### config.mk
export PLATFORM = sky130hd
export DESIGN_NAME = dma_xfer_counters
export DESIGN_NICKNAME = d
export VERILOG_FILES = /design/src/rtl/dxc_pkg.sv /design/src/rtl/dxc_byte_count.sv /design/src/rtl/dxc_block_count.sv /design/src/rtl/dma_xfer_counters.sv
export SDC_FILE = /design/constraint.sdc
export NUM_CORES = 1
export LEC_CHECK = 0
export ABC_AREA = 0
export BUFFER_PORTS_ARGS = -buffer_cell sky130_fd_sc_hd__buf_4
export CORE_MARGIN = 1
export CORE_UTILIZATION = 53
export CTS_CLUSTER_DIAMETER = 100
export DETAILED_ROUTE_END_ITERATION = 8
export GPL_TIMING_DRIVEN = 0
export PLACE_DENSITY = 0.8
export REMOVE_ABC_BUFFERS = 1
export SLEW_MARGIN = 20
export SYNTH_ARGS = -nofsm -noshare
export SYNTH_HDL_FRONTEND = slang
export SYNTH_SLANG_ARGS = --single-unit
### constraint.sdc
create_clock -name clk -period 3.93 [get_ports clk]
set_clock_uncertainty 0.1 [all_clocks]
set_input_delay 0.393 -clock clk [delete_from_list [all_inputs] [get_ports clk]]
set_output_delay 0.393 -clock clk [all_outputs]
set_load 0.005 [all_outputs]
### src/rtl/dxc_pkg.sv
package dxc_pkg;

    typedef enum logic [1:0] {
        UNIT_BYTE = 2'b00,
        UNIT_WORD = 2'b01,
        UNIT_LONG = 2'b10,
        UNIT_RSVD = 2'b11
    } unit_t;

    typedef enum logic [1:0] {
        MODE_NORMAL = 2'b00,
        MODE_BLOCK  = 2'b01,
        MODE_REPEAT = 2'b10,
        MODE_RSVD   = 2'b11
    } mode_t;

    localparam int BE_W = 2;

endpackage

### src/rtl/dxc_byte_count.sv
module dxc_byte_count
    import dxc_pkg::*;
#(
    parameter int W = 32
) (
    input  logic [W-1:0]    cur,
    input  logic            xfer,
    input  unit_t           unit,
    input  logic            wr,
    input  logic [BE_W-1:0] be,
    input  logic [W-1:0]    wdata,
    output logic [W-1:0]    nxt,
    output logic            hit_zero
);
    localparam int H = W / 2;

    logic [W-1:0] step;
    logic [W-1:0] dma_val;
    logic [W-1:0] cpu_val;
    logic         counting;

    always_comb begin
        unique case (unit)
            UNIT_BYTE: step = W'(1);
            UNIT_WORD: step = W'(2);
            default:   step = W'(4);
        endcase
    end

    always_comb begin
        counting = (cur != '0);
        if (!counting) begin
            dma_val = cur;
        end else if (cur <= step) begin
            dma_val = '0;
        end else begin
            dma_val = cur - step;
        end
        hit_zero = xfer && counting && (cur <= step);
    end

    always_comb begin
        cpu_val = cur;
        if (be[1]) cpu_val[W-1:H] = wdata[W-1:H];
        if (be[0]) cpu_val[H-1:0] = wdata[H-1:0];
    end

    always_comb begin
        if (wr)        nxt = cpu_val;
        else if (xfer) nxt = dma_val;
        else           nxt = cur;
    end

endmodule

### src/rtl/dxc_block_count.sv
module dxc_block_count
    import dxc_pkg::*;
#(
    parameter int W = 32
) (
    input  logic [W-1:0]    cur,
    input  logic            xfer,
    input  mode_t           mode,
    input  logic            wr,
    input  logic [BE_W-1:0] be,
    input  logic [W-1:0]    wdata,
    output logic [W-1:0]    nxt,
    output logic            boundary
);
    localparam int H = W / 2;

    logic [H-1:0] reload;
    logic [H-1:0] run;
    logic [H-1:0] run_nxt;
    logic         active;
    logic         at_edge;
    logic [W-1:0] cpu_val;

    assign reload = cur[W-1:H];
    assign run    = cur[H-1:0];

    always_comb begin
        active   = xfer && ((mode == MODE_BLOCK) || (mode == MODE_REPEAT));
        at_edge  = (run <= H'(1));
        run_nxt  = at_edge ? reload : run - H'(1);
        boundary = active && at_edge;
    end

    always_comb begin
        cpu_val = cur;
        if (be[1]) cpu_val[W-1:H] = wdata[W-1:H];
        if (be[0]) cpu_val[H-1:0] = wdata[H-1:0];
    end

    always_comb begin
        if (wr)          nxt = cpu_val;
        else if (active) nxt = {reload, run_nxt};
        else             nxt = cur;
    end

endmodule

### src/rtl/dma_xfer_counters.sv
module dma_xfer_counters
    import dxc_pkg::*;
#(
    parameter int CNT_W = 32,
    parameter int BLK_W = 32
) (
    input  logic             clk,
    input  logic             rst,
    input  logic             cpu_wr_cnt,
    input  logic             cpu_wr_blk,
    input  logic [BE_W-1:0]  cpu_be,
    input  logic [CNT_W-1:0] cpu_wdata,
    input  logic             stop_clr,
    input  logic             xfer_vld,
    input  logic [1:0]       xfer_unit,
    input  logic [1:0]       xfer_mode,
    output logic [CNT_W-1:0] cnt_o,
    output logic [BLK_W-1:0] blk_o,
    output logic             end_pulse,
    output logic             blk_pulse,
    output logic             stopped
);
    typedef struct packed {
        logic [CNT_W-1:0] cnt;
        logic [BLK_W-1:0] blk;
        logic             end_p;
        logic             blk_p;
        logic             stop;
    } state_t;

    state_t state_d, state_q;

    logic [CNT_W-1:0] cnt_nxt;
    logic [BLK_W-1:0] blk_nxt;
    logic             cnt_hit;
    logic             blk_hit;

    dxc_byte_count #(.W(CNT_W)) u_cnt (
        .cur      (state_q.cnt),
        .xfer     (xfer_vld),
        .unit     (unit_t'(xfer_unit)),
        .wr       (cpu_wr_cnt),
        .be       (cpu_be),
        .wdata    (cpu_wdata),
        .nxt      (cnt_nxt),
        .hit_zero (cnt_hit)
    );

    dxc_block_count #(.W(BLK_W)) u_blk (
        .cur      (state_q.blk),
        .xfer     (xfer_vld),
        .mode     (mode_t'(xfer_mode)),
        .wr       (cpu_wr_blk),
        .be       (cpu_be),
        .wdata    (BLK_W'(cpu_wdata)),
        .nxt      (blk_nxt),
        .boundary (blk_hit)
    );

    always_comb begin
        state_d       = state_q;
        state_d.cnt   = cnt_nxt;
        state_d.blk   = blk_nxt;
        state_d.end_p = cnt_hit;
        state_d.blk_p = blk_hit;
        if (cnt_hit)       state_d.stop = 1'b1;
        else if (stop_clr) state_d.stop = 1'b0;
    end

    always_ff @(posedge clk) begin
        if (rst) state_q <= '0;
        else     state_q <= state_d;
    end

    assign cnt_o     = state_q.cnt;
    assign blk_o     = state_q.blk;
    assign end_pulse = state_q.end_p;
    assign blk_pulse = state_q.blk_p;
    assign stopped   = state_q.stop;

endmodule

==> summary.md <==
| Metric | Value |
|---|---|
| Int Pwr | `1.38 mW` |
| GR Overflow Total | `0` |
| Clock Path Buffers | `2` |
| Fin crit share | `0.842` |
| Row count | `31` |
| Clock transition at path regs | `80 ps` |
| Die area | `slightly above 8000 um2` |
| Static leakage | `2.15 nW` |
| Kind of end point of the critical path | `flip-flop` |
| Sw Pwr | `0.806 mW` |
| Cells after Synth | `546` |
| Startpoint types | `flip-flop` |
| Die Span Y | `~90 um` |
| Final GP Congestion | `0.943` |
| Max-cap check violation count | `0` |
| Synth warnings | `0` |
| Sequential power share | `0.372` |
| Slowest cell on crit path | `nor4_1` |
| Ports | `111` |
| Vias per inst | `6.25` |
| Final Cell Area | `5180 um2` |
| Setup violations, final | `0` |
| Clock Latency Late Sink | `360 ps` |
| Status | `finished, final reports clean` |
| Wire per inst | `17.8 um` |
| Asr flop ratio synth | `0` |
| First-pass GRT wire length | `between 20,000 and 25,000 um` |
| Synth Cell Area | `4120 um2` |
| Core Area | `7370 um2` |
| Post_cts resized | `0` |
| Detailed Route WL | `between 10,000 and 15,000 um` |
| Switch share | `0.369` |
| Pre-Repair DR Iteration Count | `5` |
| H-Tree Depth | `3` |
| Combinational power share | `0.344` |
| Total CTS buffers | `9` |
| Initial antenna violation count | `0` |
| Layout Nets | `691` |
| WP buf/inv | `0` |
| Sequential share of the synthesized area | `0.326` |
| Quantity of I/O buffers inserted on ports | `110` |
| Setup_tns | `0 ps` |
| Ys flop type | `dfxtp_1` |
| Commonest non-fill, non-tap cells in the layout | `buf_4 (111), nand2_1 (69), dfxtp_1 (67)` |
| HPWL after DPL | `9760 um` |
| Vias | `4,653` |
| Most common cell after layout, fill and taps aside | `buf_4` |
| Max_slew headroom | `0.331` |
| Yosys cell types | `67` |
| Worst EP required | `4100 ps` |
| Met2 WL | `6090 um` |
| Final hold vios | `0` |
| Highest routed metal layer | `met4` |
| Setup Buffers After CTS | `0` |
| Slew @ Worst Pin | `995 ps` |
| CTS sink cnt | `67` |
| DRC errors left | `0` |
| Cell Chain, Critical Path | `nor4_1, nand3_2, or4_4, a22oi_4, a211oi_1, o31ai_1` |
| Slew Viols, Final | `0` |
| Maximum VDD drop | `0.000253 V` |
| Crit-path leading delay family | `simple AND/OR/NAND/NOR gates` |
| Placed inst area | `just under 5000 um2` |
| Synth-to-layout area growth | `25.7%` |
| Starting Density | `0.559` |
| # diodes | `0` |
| Total track usage | `0.333` |
| CP Class | `flip-flop to flip-flop` |
| Root Buffer | `clkbuf_8` |
| Horiz. Die Dim | `~90 um` |
| Worst stage delay on the critical path | `between 800 and 900 ps` |
| Yosys reg bits | `between 60 and 70` |
| Post-synth EDFFs | `0` |
| Iteration-0 DRC Markers | `387` |
| DRT antenna net count | `0` |
| Data arrival time of the critical path | `3480 ps` |
| Fin crit period | `3310 ps` |
| Pwr/cell area | `between 400 and 500 nW/um2` |
| Met3 Wirelength | `just under 1000 um` |
| Unrepaired setup endpoints after global routing | `false` |
| M1 WL | `5740 um` |
| Fmax | `302 MHz` |
| Clk pwr share | `0.284` |
| Worst-path fanout max | `17` |
| Vias in the first global route | `4,210` |
| Largest net degree at the start of global routing | `71` |
| Syn avg cell area | `7.55 um2` |
| Min-delay worst type | `input pin to flip-flop` |
| Share of layout cells above drive strength 1 | `0.236` |
| CTS tree | `built` |
| Hold_buf cts | `0` |
## logic make-up (layout without fill, tap and decap cells)
| kind of cell | after synthesis | count (layout) | synth area share |
|---|---|---|---|
| adders and majority gates | 7 | 7 | 0.0231 |
| buffers and inverters | 44 | 143 | 0.0462 |
| DFF | 67 | 67 | 0.326 |
| xor gates and xnor gates | 10 | 10 | 0.0213 |
| muxes | 5 | 5 | 0.0131 |
| AOI/OAI and AO/OA | 180 | 180 | 0.289 |
| and+or+nand+nor | 233 | 233 | 0.282 |
## state kept, by name (all words and copies together), names as in the netlist
name,flops
blk_o,32
cnt_o,32
stopped,1
end_pulse,1
blk_pulse,1
## through the flow
stage          power (mW)  std cells  worst slack, ps  hold slack (ps)   util
2_1_floorplan        1.27        517              805              355      -
3_3_place_gp         1.54        726             -262              370  0.670
3_5_place_dp         1.56        728              701              377  0.674
4_1_cts              2.17        744              706              185  0.703
5_1_grt              2.31        744              447              197  0.703
6_report             2.19        744              621              194  0.703
## worst reg2reg max path: cells and delay by family, from the launching register on
family           cells  cell delay, ps
AO/OA/AOI/OAI        3             870
flip-flops           1             380
AND/OR/NAND/NOR      3            1880
## synthesized netlist by cell type (all sizes together) (2+ instances only)
cell	n	share of area
or3	9	0.014
dfxtp	67	0.33
a31oi	4	0.0061
nand2	69	0.063
nand2b	6	0.0097
a22oi	7	0.019
xor2	6	0.013
nand3	12	0.016
buf	9	0.014
mux2i	2	0.0049
o21ai	46	0.057
a32oi	2	0.0043
nor3	30	0.038
clkbuf	20	0.018
a21o	8	0.015
mux2	3	0.0082
o32ai	7	0.017
a22o	4	0.0085
a21oi	62	0.076
nor4b	3	0.0064
and3	4	0.0061
o211ai	2	0.0036
o31ai	7	0.013
a211oi	11	0.020
o41a	2	0.0055
o221ai	2	0.0043
ha	6	0.018
o41ai	3	0.0082
and2	6	0.0091
nor2b	3	0.0046
nor4	13	0.021
a221o	2	0.0049
xnor2	4	0.0085
inv	15	0.014
or4	8	0.016
a221oi	4	0.013
nand3b	5	0.010
nor2	56	0.051
or2	4	0.0061
## area by class of cell
class / count / area [um2]
multi-input combinational: 435 / 2600
fill: 642 / 2190
sequential: 67 / 1340
timing repair buffer: 112 / 845
clock buffer: 11 / 151
tap: 99 / 124
clock inverter: 5 / 60.1
inverter: 15 / 56.3
## final timing paths
check,cells past startpoint,endpoint,slack (ps),start
max,6,cnt_o[23],620,cnt_o[12]
min,3,blk_o[16],190,cpu_wdata[16]
min reg2reg,2,blk_o[26],390,blk_o[26]
max reg2reg,6,cnt_o[23],620,cnt_o[12]
## routing by layer
layer,GRT usage,vias to the layer above
li1,-,2206
met1,0.449,2194
met2,0.510,228
met3,0.0558,25
met4,0.173,0
met5,0,-
## power groups by stage
stage | clock network (mW) | logic (mW) | registers, mW
6_report | 0.622 | 0.752 | 0.812
5_1_grt | 0.657 | 0.826 | 0.822
4_1_cts | 0.622 | 0.741 | 0.810
3_5_place_dp | 0 | 0.737 | 0.825
3_3_place_gp | 0 | 0.714 | 0.823
2_1_floorplan | 0 | 0.461 | 0.812
Note: power is estimated with default switching activity, not from simulation.
